**src/rtl/blit_pkg.sv**
```systemverilog
package blit_pkg;
  typedef enum logic {
    OP_FILL = 1'b0,
    OP_COPY = 1'b1
  } blit_op_e;
endpackage

```
**src/rtl/blit_addr_walk.sv**
```systemverilog
// Walks one byte address through a rectangle, forward or backward.
module blit_addr_walk #(
  parameter int AW = 20,
  parameter int CW = 10,
  parameter int SW = 12
) (
  input  logic          clk,
  input  logic          rst,
  input  logic          load,
  input  logic [AW-1:0] base,
  input  logic          back,
  input  logic [CW-1:0] wm1,
  input  logic [CW-1:0] hm1,
  input  logic [SW-1:0] stride,
  input  logic          step,
  input  logic          row_end,
  output logic [AW-1:0] cur
);
  localparam logic [AW-1:0] PIX_BYTES = AW'(2);

  logic [AW-1:0] gap_q;
  logic          back_q;
  logic [AW-1:0] row_len;

  assign row_len = AW'(wm1) << 1;

  always_ff @(posedge clk) begin
    if (rst) begin
      cur    <= '0;
      gap_q  <= '0;
      back_q <= 1'b0;
    end else if (load) begin
      gap_q  <= AW'(stride) - row_len;
      back_q <= back;
      cur    <= back ? base + AW'(hm1) * AW'(stride) + row_len : base;
    end else if (step) begin
      if (row_end) cur <= back_q ? cur - gap_q : cur + gap_q;
      else         cur <= back_q ? cur - PIX_BYTES : cur + PIX_BYTES;
    end
  end
endmodule

```
**src/rtl/blit_seq.sv**
```systemverilog
// Column/row counters that pace one pixel per cycle.
module blit_seq #(
  parameter int CW = 10
) (
  input  logic          clk,
  input  logic          rst,
  input  logic          go,
  input  logic [CW-1:0] wm1,
  input  logic [CW-1:0] hm1,
  output logic          run,
  output logic          row_end,
  output logic          last
);
  logic [CW-1:0] x_q, y_q;

  assign row_end = (x_q == wm1);
  assign last    = row_end && (y_q == hm1);

  always_ff @(posedge clk) begin
    if (rst) begin
      run <= 1'b0;
      x_q <= '0;
      y_q <= '0;
    end else if (go) begin
      run <= 1'b1;
      x_q <= '0;
      y_q <= '0;
    end else if (run) begin
      if (last) begin
        run <= 1'b0;
      end else if (row_end) begin
        x_q <= '0;
        y_q <= y_q + 1'b1;
      end else begin
        x_q <= x_q + 1'b1;
      end
    end
  end

  // column counter never passes the programmed extent
  a_r3_x_bound: assert property (@(posedge clk) disable iff (rst)
    run |-> (x_q <= wm1 && y_q <= hm1));
endmodule

```
**src/rtl/blit_engine.sv**
```systemverilog
module blit_engine
  import blit_pkg::*;
#(
  parameter int AW = 20,
  parameter int CW = 10,
  parameter int SW = 12,
  parameter int PW = 16
) (
  input  logic          clk,
  input  logic          rst,
  input  logic          start_fill,
  input  logic          start_copy,
  input  logic [AW-1:0] dst_addr,
  input  logic [AW-1:0] src_addr,
  input  logic [CW-1:0] width_m1,
  input  logic [CW-1:0] height_m1,
  input  logic [PW-1:0] fill_color,
  input  logic [SW-1:0] stride,
  output logic          busy,
  output logic          done,
  output logic          mem_rd_en,
  output logic [AW-1:0] mem_rd_addr,
  input  logic [PW-1:0] mem_rd_data,
  output logic          mem_wr_en,
  output logic [AW-1:0] mem_wr_addr,
  output logic [PW-1:0] mem_wr_data
);
  localparam int NWALK = 2;  // 0: destination, 1: source
  localparam int W_DST = 0;
  localparam int W_SRC = 1;

  blit_op_e      op_q;
  logic [PW-1:0] color_q;
  logic [CW-1:0] wm1_q, hm1_q;
  logic          go, back_go;
  logic          run, row_end, last;
  logic          wr_last_q;
  logic [AW-1:0] walk_base [NWALK];
  logic [AW-1:0] walk_cur  [NWALK];

  assign go      = !busy && (start_fill || start_copy);
  assign back_go = start_copy && (src_addr < dst_addr);

  assign walk_base[W_DST] = dst_addr;
  assign walk_base[W_SRC] = src_addr;

  always_ff @(posedge clk) begin
    if (rst) begin
      op_q    <= OP_FILL;
      color_q <= '0;
      wm1_q   <= '0;
      hm1_q   <= '0;
    end else if (go) begin
      op_q    <= start_copy ? OP_COPY : OP_FILL;
      color_q <= fill_color;
      wm1_q   <= width_m1;
      hm1_q   <= height_m1;
    end
  end

  blit_seq #(.CW(CW)) u_seq (
    .clk(clk), .rst(rst), .go(go), .wm1(wm1_q), .hm1(hm1_q),
    .run(run), .row_end(row_end), .last(last)
  );

  for (genvar i = 0; i < NWALK; i++) begin : g_walk
    blit_addr_walk #(.AW(AW), .CW(CW), .SW(SW)) u_walk (
      .clk(clk), .rst(rst), .load(go), .base(walk_base[i]), .back(back_go),
      .wm1(width_m1), .hm1(height_m1), .stride(stride),
      .step(run), .row_end(row_end), .cur(walk_cur[i])
    );
  end

  // Issue stage: the read goes out together with the pixel it belongs to.
  assign mem_rd_en   = run && (op_q == OP_COPY);
  assign mem_rd_addr = walk_cur[W_SRC];

  // Write stage: one cycle behind the issue stage, aligned with read data.
  always_ff @(posedge clk) begin
    if (rst) begin
      mem_wr_en   <= 1'b0;
      mem_wr_addr <= '0;
      wr_last_q   <= 1'b0;
      done        <= 1'b0;
    end else begin
      mem_wr_en   <= run;
      mem_wr_addr <= walk_cur[W_DST];
      wr_last_q   <= run && last;
      done        <= mem_wr_en && wr_last_q;
    end
  end

  assign mem_wr_data = (op_q == OP_COPY) ? mem_rd_data : color_q;
  assign busy        = run || mem_wr_en;

  // completion is a single-cycle pulse
  a_r8_done_single: assert property (@(posedge clk) disable iff (rst)
    done |=> !done);
  // the engine goes idle exactly when completion is flagged
  a_r8_fall_done: assert property (@(posedge clk) disable iff (rst)
    $fell(busy) |-> done);
  // a start while busy leaves the captured operation untouched
  a_r9_ignore_start: assert property (@(posedge clk) disable iff (rst)
    (busy && (start_fill || start_copy)) |=>
      ($stable(op_q) && $stable(color_q) && $stable(wm1_q) && $stable(hm1_q)));
  // every copy write follows a read one cycle earlier
  a_r5_read_first: assert property (@(posedge clk) disable iff (rst)
    (mem_wr_en && op_q == OP_COPY) |-> $past(mem_rd_en));
  // each issued pixel becomes a write in the next cycle
  a_r4_issue_write: assert property (@(posedge clk) disable iff (rst)
    run |=> mem_wr_en);
endmodule

```
**config.mk**
```make
export PLATFORM = sky130hd
export DESIGN_NAME = blit_engine
export DESIGN_NICKNAME = d
export VERILOG_FILES = /design/src/rtl/blit_pkg.sv /design/src/rtl/blit_addr_walk.sv /design/src/rtl/blit_seq.sv /design/src/rtl/blit_engine.sv
export SDC_FILE = /design/constraint.sdc
export NUM_CORES = 1
export LEC_CHECK = 0
export BUFFER_PORTS_ARGS = -buffer_cell sky130_fd_sc_hd__buf_2
export CAP_MARGIN = 25
export CORE_MARGIN = 8
export CORE_UTILIZATION = 65
export DETAILED_ROUTE_END_ITERATION = 10
export GPL_TIMING_DRIVEN = 0
export PLACE_DENSITY = 0.85
export SLEW_MARGIN = 15
export SYNTH_ARGS = -nofsm -noshare
export SYNTH_HDL_FRONTEND = slang
export SYNTH_SLANG_ARGS = --single-unit
```
**constraint.sdc**
```tcl
create_clock -name clk -period 19.3 [get_ports clk]
set_input_delay 2.895 -clock clk [delete_from_list [all_inputs] [get_ports clk]]
set_output_delay 2.895 -clock clk [all_outputs]
set_load 0.05 [all_outputs]
```
After elaboration in Yosys (flattened, before gate mapping)
Index checks and enable logic that the tools add are counted.
W data, S select, Z words.

cells by class
  $add $sub $neg = 15
  multiply operators = 1
  order comparisons = 1
  equality and inequality tests = 2
  mux-type cells = 18
  bitwise gates (word level) = 1
  reduce and logical (&&, ||, !) cells = 13

operators by type and width
  operator                 count
  $mux W20                 12
  $add A20 B20 Y20         4
  $add A20 B11 Y20         2
  $add A20 B2 Y20 const B  2
  $sub A20 B2 Y20 const B  2
  $sub A20 B20 Y20         2
  $add A10 B1 Y10 const B  2
  $eq A10 B10 Y1           2
  $lt A20 B20 Y1           1
  $mul A10 B12 Y20         1
  $mux W16                 1
  $sub A12 B11 Y13         1
  $mux W10                 1
  $logic_and A1 B1 Y1      6
  $mux W1                  4
  $reduce_and A3 Y1        1
  $logic_or A1 B1 Y1       2
  $reduce_and A2 Y1        1
  $reduce_bool A2 Y1       1
  $reduce_or A2 Y1         1
  $logic_not A1 Y1         1
  $not A1 Y1               1

storage, ports and cells
  register bits = 142
  input bits = 108

Logic depth before layout (Yosys ltp)
Gate-level depths: netlist of run 1.

  depth after elaboration = 5
  depth in mapped cells = 31

Hierarchy
Synthesis of run 1 repeated with hierarchy kept, for this count alone.

unflattened totals
  cell total of the unflattened synthesis = 2,614
  area, all modules = 21,205.3 um2

by module, submodules not included
  module                              times used  cells an instance  area an instance (um2)
  blit_addr_walk at g_walk[0].u_walk  1           1,096              8,670.8
  blit_addr_walk at g_walk[1].u_walk  1           1,060              8,464.4
  blit_engine                         1           299                2,678.8
  blit_seq                            1           159                1,391.3

Worst setup path after synthesis of run 1
OpenSTA, ideal clock, no wires.

  path type = input-to-reg
  from = in height_m1[1]
  to = reg g_walk[0].u_walk.cur[19]
  setup time = 134 ps
  data arrival time = 9,664 ps
  required time = 19,166 ps
  slack = 9,502 ps
  stages = 29
  path buffers = 1
  cells stage by stage = clkbuf_1 > nand2_1 > fa_1 > inv_1 > fa_1 > inv_1 > fa_1 > inv_1 > fa_1 > inv_1 > fa_1 > inv_1 > ha_1 > a21boi_0 > o21ai_0 > nor2b_1 > xnor2_1 > fa_1 > ha_1 > and3_4 > and3_1 > a311o_1 > a21oi_2 > a21oi_1 > a31o_1 > a31oi_4 > xnor3_1 > o21ai_1 > o211ai_1

between the ends
  cells in the longest elaborated chain, start to end = 5

RTL lines
  element               RTL line              source
  from (decl)           blit_engine.sv:16     input logic [CW-1:0] height_m1,
  $mul A10 B12 Y20      blit_addr_walk.sv:35  cur <= back ? base + AW'(hm1) * AW'(stride) + row_len : base;
  $add A20 B20 Y20      blit_addr_walk.sv:35
  $add A20 B11 Y20      blit_addr_walk.sv:35
  $mux W20              blit_addr_walk.sv:35
  $mux W20              blit_addr_walk.sv:32  end else if (load) begin
  to (signal assigned)  blit_addr_walk.sv:35
  to (signal assigned)  blit_addr_walk.sv:37  if (row_end) cur <= back_q ? cur - gap_q : cur + gap_q;
  to (signal assigned)  blit_addr_walk.sv:38  else cur <= back_q ? cur - PIX_BYTES : cur + PIX_BYTES;
  to (decl)             blit_addr_walk.sv:17  output logic [AW-1:0] cur

No other way between the ends.
A chain may end at the register's enable or synchronous reset.

Worst setup path after layout of run 1
  from = in stride[5]
  to = reg g_walk[0].u_walk.cur[19]

between the ends
  cells in the longest elaborated chain, start to end = 5

RTL lines
  element           RTL line              source
  from (decl)       blit_engine.sv:18     input logic [SW-1:0] stride,
  $mul A10 B12 Y20  blit_addr_walk.sv:35
  $add A20 B20 Y20  blit_addr_walk.sv:35
  $add A20 B11 Y20  blit_addr_walk.sv:35
  $mux W20          blit_addr_walk.sv:35
  $mux W20          blit_addr_walk.sv:32

No other way between the ends.

==> key figures, run 1 <==
Floorplanning
  – Starting Density: 65.8%
  – Die area: 0.0307 mm²
  – Die H: 175 µm
  – IO Count: 168
  – Horiz. Die Dim: 175 µm
  – Rows: 58
  – Core ar.: 0.0250 mm²

Min path
  – Min-delay worst type: reg -> reg

Setup path
  – Slowest stage delay, CP: 0.57 ns
  – Delay-heaviest family, CP: adder cells
  – CP bufs+invs: 5
  – Slowest CP cell: fa_1
  – CP required: 19.58 ns
  – Worst setup path category: in -> reg
  – Worst setup EP type: flip-flop
  – Most numerous cell on the critical path: fa_1
  – Startpoint types: primary input
  – Crit path arrival time: 10.84 ns
  – Crit Path Max Fanout: 10

Synth
  – Mean Syn Cell Area: 7.96 µm²
  – Synth Net Count: 2488
  – Most used DFF post-synth: dfxtp_1
  – Post-synth top area share: 16.4%
  – Synth Cell Area: 0.0165 mm²
  – Synth async-reset ratio: 0%
  – Register area share after synthesis: 16.4%
  – Synth area leaders: dfxtp_1 16%, ha_1 16%, fa_1 13%
  – Synth Register Bits: 135
  – Yosys cell types: 73
  – Cell taking the most area after synthesis: dfxtp_1
  – Number of flops mapped to enable cells by yosys: 0
  – Ys Warns: 0
  – Cell count after synthesis: 2070

Routing
  – Final ANT Viol Nets: 0
  – Routed len/inst: 21.0 µm
  – Pre-antenna DRT Iters: 6
  – Number of remaining DRC errors: 0
  – Via density: 6.21
  – Via count: 16130
  – Iter 0 DRT Violations: 1535
  – Routed WL: 54700 µm

Global routing
  – Number of global-route vias before repair: 15886
  – Congestion Overflow GR: 0
  – Global Route Usage Sum: 34.4%
  – First-pass GRT wire length: 83900 µm
  – Largest net degree at the start of global routing: 36
  – Initial antenna violation count: 4

Timing
  – Period utilisation layout: 54.7%
  – Worst relative slew slack: 30.9%
  – Setup TNS: 0 ns
  – RSZ-0062 raised after global routing: no
  – Worst Skew: 0.0252 ns
  – Hold Vio Cnt, Final: 0
  – Setup Viol. Count Final: 0
  – Pins over their slew limit: 0
  – Slew at the pin with the worst max-slew slack: 1.04 ns
  – Min cycle time layout: 10.56 ns
  – Fmax: 0.0947 GHz

Cells and area
  – Share of post-route cells with drive strength above 1: 10.8%
  – Nets@finish: 2673
  – Multi-input gate area: 0.0127 mm²
  – Synthesis-to-layout area growth: 11.2%
  – FILL cells: 2047
  – Area occupied by registers: 0.00270 mm²

Placed design
  – GPL Wtd Cong: 1.01
  – Buffers on Ports: 166
  – Hpwl dp: 44400 µm

Clocking
  – Post-CTS Setup Repair Bufs: 0
  – Worst-skew pair later-pin latency: 0.44 ns
  – Clk root buf: clkbuf_16
  – H-tree depth: 4
  – Clock buffer depth: 2
  – Post_cts resized: 0
  – Hold_buf cts: 0
  – CTS tree: built
  – Clock transition at path regs: 0.08 ns
  – CTS Buf Count: 17
  – Clock sink total: 135

Flow run
  – Max-cap violations: 0

Status
  – Outcome: finished, final reports clean
## worst min-delay path, delay by kind of cell (launching register included)
| kind | cells | cell delay (ns) |
|---|---|---|
| flip-flops | 1 | 0.32 |
| AND/OR/NAND/NOR | 1 | 0.05 |
| AO/OA/AOI/OAI | 1 | 0.05 |
## cells by family after synthesis
logic type | synth area share (%)
AOI/OAI and AO/OA | 19.0
xor gates and xnor gates | 7.73
adders and majority gates | 28.3
buffers and inverters | 6.27
DFF | 16.4
muxes | 2.43
and+or+nand+nor | 19.8
## path summary, 6_finish.rpt
| path | end | slack, ns | from | cells past startpoint |
|---|---|---|---|---|
| worst min-delay path | color_q[6] | 0.46 | color_q[6] | 2 |
| worst max-delay path | g_walk[0].u_walk.cur[19] | 8.74 | stride[5] | 30 |
| worst max register to register | g_walk[0].u_walk.cur[19] | 14.02 | g_walk[1].u_walk.back_q | 14 |
| worst min register to register | color_q[6] | 0.46 | color_q[6] | 2 |
## synthesized netlist by cell type, types with 6 or more instances
cell type,instances
a2111oi_0,8
a211o_1,6
a211oi_1,17
a21boi_0,10
a21o_1,36
a21oi_1,146
a221oi_1,14
a31oi_1,9
and2_1,72
and3_1,19
buf_1,12
buf_2,6
clkbuf_1,64
dfxtp_1,135
fa_1,104
ha_1,206
inv_1,190
mux2_2,21
mux2i_1,15
nand2_1,247
nand2b_1,23
nand3_1,27
nand4_1,12
nor2_1,170
nor2b_1,41
nor3_1,32
nor4_1,8
o211a_1,6
o211ai_1,17
o21a_1,21
o21ai_0,95
o21bai_1,27
o31a_1,11
o31ai_1,6
or3_1,21
xnor2_1,91
xor2_1,49
## metrics by stage
stage	util [%]	hold slack, ns	setup slack, ns	cells	cell area [µm²]
after CTS	73.2	0.459	8.86	2598	18300
final	73.2	0.460	8.74	2599	18300
after global placement	70.8	0.442	8.54	2566	17700
after global routing	73.2	0.472	8.43	2598	18300
after detailed placement	70.8	0.448	8.46	2566	17700
after floorplan	-	0.434	9.50	2070	16500
## registers in the layout, summed over array words and instances (netlist names), 10 cells and up
register and count:
color_q 16, g_walk.u_walk.cur 40, g_walk.u_walk.gap_q 13, hm1_q 10
mem_wr_addr 20, u_seq.x_q 10, u_seq.y_q 10, wm1_q 10
## area by class of cell
type / instances / area share, %
multi-input cells: 1662 / 69.5
flip-flops and latches: 135 / 14.8
repair buffers: 166 / 4.54
inverters: 191 / 3.91
clock buffers: 17 / 2.32
well taps: 330 / 2.25
plain buffers: 82 / 1.72
clock inverters: 15 / 0.956
diodes: 1 / 0.0137
## per-layer routing
metal | track usage [%] | vias up | wire length, µm
met5 | 0 | - | 37
met4 | 16.6 | 6 | 2630
met3 | 5.74 | 175 | 4700
met2 | 58.8 | 801 | 26000
met1 | 41.6 | 7690 | 21300
li1 | - | 7458 | -
## cells in the final DEF (no fill, tap or decap), drive strengths merged, types with 16 or more instances in the layout
cell    synthesis  routed
and2           72      72
mux2           21      21
mux2i          16      16
nand2b         23      23
o211ai         17      17
nand3          27      27
o21a           21      21
xor2           49      49
buf            18     184
and3           20      20
nor2b          41      41
nor3           32      32
dfxtp         135     135
ha            206     206
a21o           36      36
fa            104     104
nand2         248     248
or3            21      21
o21ai          98      98
o21bai         27      27
a211oi         18      18
inv           190     200
nor2          170     170
a21oi         148     148
xnor2          91      91
clkbuf         64      81
Power of run 1 is not shown: default switching activity piles up to over one toggle a cycle in this logic, so the estimate is an artifact.
==> run 2: changes to the inputs <==
--- a/config.mk
+++ b/config.mk
@@ -5,13 +5,14 @@
 export SDC_FILE = /design/constraint.sdc
 export NUM_CORES = 1
 export LEC_CHECK = 0
+export ABC_AREA = 1
 export BUFFER_PORTS_ARGS = -buffer_cell sky130_fd_sc_hd__buf_2
 export CAP_MARGIN = 25
 export CORE_MARGIN = 8
-export CORE_UTILIZATION = 65
+export CORE_UTILIZATION = 62
 export DETAILED_ROUTE_END_ITERATION = 10
 export GPL_TIMING_DRIVEN = 0
-export PLACE_DENSITY = 0.85
+export PLACE_DENSITY = 0.81
 export SLEW_MARGIN = 15
 export SYNTH_ARGS = -nofsm -noshare
 export SYNTH_HDL_FRONTEND = slang
==> constraint.sdc (replaced) <==
create_clock -name clk -period 10.5 [get_ports clk]
set_input_delay 1.575 -clock clk [delete_from_list [all_inputs] [get_ports clk]]
set_output_delay 1.575 -clock clk [all_outputs]
set_load 0.05 [all_outputs]
==> key figures, run 2 <==
Timing
  – Setup TNS: 0 ns (unchanged)
  – Slew at the pin with the worst max-slew slack: 1.04 ns (about the same)
  – Period utilisation layout: 84.2%
  – Worst relative slew slack: 29.7% (was 30.9%)
  – Fmax: 0.113 GHz
  – Min cycle time layout: 8.84 ns
  – RSZ-0062 raised after global routing: no (unchanged)
  – Worst Skew: 0.0170 ns (was 0.0252 ns)
  – Setup Viol. Count Final: 0 (unchanged)
  – Min setup slack post-route: 1.66 ns (was 8.74 ns)
  – Hold Vio Cnt, Final: 0 (unchanged)
  – Pins over their slew limit: 0 (unchanged)

Setup path
  – R2R setup slack: 6.05 ns (was 14.02 ns)
  – Slowest CP cell: fa_1 (unchanged)
  – Crit Path Max Fanout: 10 (unchanged)
  – CP required: 10.82 ns (was 19.58 ns)
  – R2r startpoint: g_walk[1].u_walk.back_q (unchanged)
  – Crit path arrival time: 9.16 ns (was 10.84 ns)
  – Worst setup path category: in -> reg (unchanged)
  – Critical path destination: g_walk[0].u_walk.cur[18] (was g_walk[0].u_walk.cur[19])
  – Startpoint types: primary input (unchanged)
  – Slowest stage delay, CP: 0.56 ns (was 0.57 ns)
  – Reg2Reg Capture Point: g_walk[1].u_walk.cur[15] (was g_walk[0].u_walk.cur[19])
  – Worst setup EP type: flip-flop (unchanged)
  – R2R cell count: 17 (was 14)
  – Crit path launch: stride[7] (was stride[5])

Synth
  – Most used DFF post-synth: dfxtp_1 (unchanged)
  – Register area share after synthesis: 15.0% (was 16.4%)
  – Yosys cell types: 60 (was 73)
  – Cell with the most instances after synthesis: nand2_1 (unchanged)
  – Cell count after synthesis: 2704 (was 2070)
  – Ys Warns: 0 (unchanged)
  – Synth async-reset ratio: 0% (unchanged)
  – Post-synth top cells: 629 x nand2_1, 438 x inv_1, 227 x a21oi_1, 206 x ha_1, 206 x nor2_1 (was 247 x nand2_1, 206 x ha_1, 190 x inv_1, 170 x nor2_1, 146 x a21oi_1)
  – Mean Syn Cell Area: 6.66 µm² (was 7.96 µm²)
  – Synth Net Count: 3122 (was 2488)
  – Number of flops mapped to enable cells by yosys: 0 (unchanged)
  – Synth area leaders: dfxtp_1 15%, ha_1 14%, nand2_1 13% (was dfxtp_1 16%, ha_1 16%, fa_1 13%)
  – Cell taking the most area after synthesis: dfxtp_1 (unchanged)
  – Synth Register Bits: 135 (unchanged)
  – Post-synth top area share: 15.0% (was 16.4%)
  – Synth Cell Area: 0.0180 mm² (was 0.0165 mm²)

Clocking
  – Clk root buf: clkbuf_16 (unchanged)
  – CTS tree: built (unchanged)
  – Clock buffer depth: 2 (unchanged)
  – H-tree depth: 4 (unchanged)
  – Clock sink total: 135 (unchanged)
  – CTS Buf Count: 17 (unchanged)
  – Hold_buf cts: 0 (unchanged)
  – Clock transition at path regs: 0.07 ns (was 0.08 ns)
  – Post_cts resized: 0 (unchanged)
  – Post-CTS Setup Repair Bufs: 0 (unchanged)
  – Worst-skew pair later-pin latency: 0.44 ns (about the same)

Cells and area
  – Max reg flops: 40 (unchanged)
  – Antenna cells: 0 (was 1)
  – Share of post-route cells with drive strength above 1: 9.68% (was 10.8%)
  – Most flops, register: g_walk.u_walk.cur (unchanged)
  – Commonest non-fill, non-tap cell in the layout: nand2_1 (unchanged)
  – Synthesis-to-layout area growth: 10.7% (was 11.2%)
  – Nets@finish: 3309 (was 2673)
  – Commonest non-fill, non-tap cells in the layout: 629 x nand2_1, 438 x inv_1, 227 x a21oi_1 (was 247 x nand2_1, 206 x ha_1, 190 x inv_1)
  – Largest registers: g_walk.u_walk.cur: 40 flops, mem_wr_addr: 20 flops, color_q: 16 flops (unchanged)

Global routing
  – Met1 usage: 44.4% (was 41.6%)
  – Initial antenna violation count: 1 (was 4)
  – Largest net degree at the start of global routing: 36 (unchanged)
  – First-pass GRT wire length: 99500 µm (was 83900 µm)
  – Congestion Overflow GR: 0 (unchanged)
  – M2 GR Usage: 57.4% (was 58.8%)
  – Global Route met3 Usage: 8.18% (was 5.74%)
  – Number of global-route vias before repair: 18873 (was 15886)
  – Global Route Usage Sum: 35.7% (was 34.4%)
  – GR peak layer: met2 (unchanged)

Placed design
  – GPL Wtd Cong: 1.05 (was 1.01)
  – Buffers on Ports: 167 (was 166)
  – Hpwl dp: 52700 µm (was 44400 µm)
  – Worst slack at placement: 1.46 ns (was 8.46 ns)

Floorplanning
  – Core ar.: 0.0286 mm² (was 0.0250 mm²)
  – Rows: 62 (was 58)
  – Die area: 0.0348 mm² (was 0.0307 mm²)
  – Starting Density: 62.9% (was 65.8%)
  – IO Count: 168 (unchanged)
  – Die H: 186 µm (was 175 µm)
  – Horiz. Die Dim: 186 µm (was 175 µm)

Routing
  – Final ANT Viol Nets: 0 (unchanged)
  – Via count: 19552 (was 16130)
  – Routed len/inst: 19.5 µm (was 21.0 µm)
  – Iter 0 DRT Violations: 2050 (was 1535)
  – Number of remaining DRC errors: 0 (unchanged)
  – Pre-antenna DRT Iters: 8 (was 6)
  – Via density: 5.95 (was 6.21)
  – Routed WL: 64100 µm (was 54700 µm)

Status
  – Outcome: finished, final reports clean (unchanged)

Min path
  – Min-delay worst type: reg -> reg (unchanged)

Flow run
  – Max-cap violations: 0 (unchanged)
run 2: layout make-up:
cell class	instances	area [µm²]
Clock inverter	15	174
Tap cell	384	480
Fill cell	2544	8690
Sequential cell	135	2700
Clock buffer	17	425
Multi-Input combinational cell	2045	13300
Buffer	75	355
Inverter	449	1690
Timing Repair Buffer	168	841
run 2: how the worst min path moves through the flow:
stage | start | depth (start not counted) | end | slack [ns]
3_5_place_dp | wr_last_q | 2 | done | 0.43
4_1_cts | wr_last_q | 2 | done | 0.44
3_3_place_gp | wr_last_q | 2 | done | 0.41
6_report | wr_last_q | 2 | done | 0.44
2_1_floorplan | wr_last_q | 2 | done | 0.40
5_1_grt | wr_last_q | 2 | done | 0.47
run 2: worst max-delay path: cells and delay by family:
| family | cells | cell delay (ns) |
|---|---|---|
| adder cells (fa/ha/maj) | 8 | 3.58 |
| XOR/XNOR | 1 | 0.37 |
| AND/OR/NAND/NOR | 13 | 1.50 |
| buffers and inverters | 8 | 0.95 |
| AO/OA/AOI/OAI | 5 | 1.21 |
run 2: metrics by stage:
| step | hold WS [ns] | cell area (µm²) | instances | utilization [%] |
|---|---|---|---|---|
| after floorplan | 0.404 | 18000 | 2704 | - |
| after global placement | 0.407 | 19300 | 3255 | 67.5 |
| after detailed placement | 0.434 | 19300 | 3255 | 67.5 |
| after CTS | 0.443 | 19900 | 3287 | 69.6 |
| after global routing | 0.474 | 19900 | 3288 | 69.6 |
| final | 0.443 | 19900 | 3288 | 69.6 |
run 2: kinds of logic after synthesis:
logic type,after synthesis,share of synthesized area (%)
buffers and inverters,524,11.4
and+or+nand+nor,1083,25.5
xor gates and xnor gates,111,5.44
adders and majority gates,310,25.9
DFF,135,15.0
AOI/OAI and AO/OA,541,16.8
run 2: metal layers:
layer,vias to the layer above,share of wire [%]
met5,-,0.020
met4,2,5.5
met3,242,11
met2,1149,44
met1,8990,39
li1,9169,-
Power of run 2 is left out for the same reason.
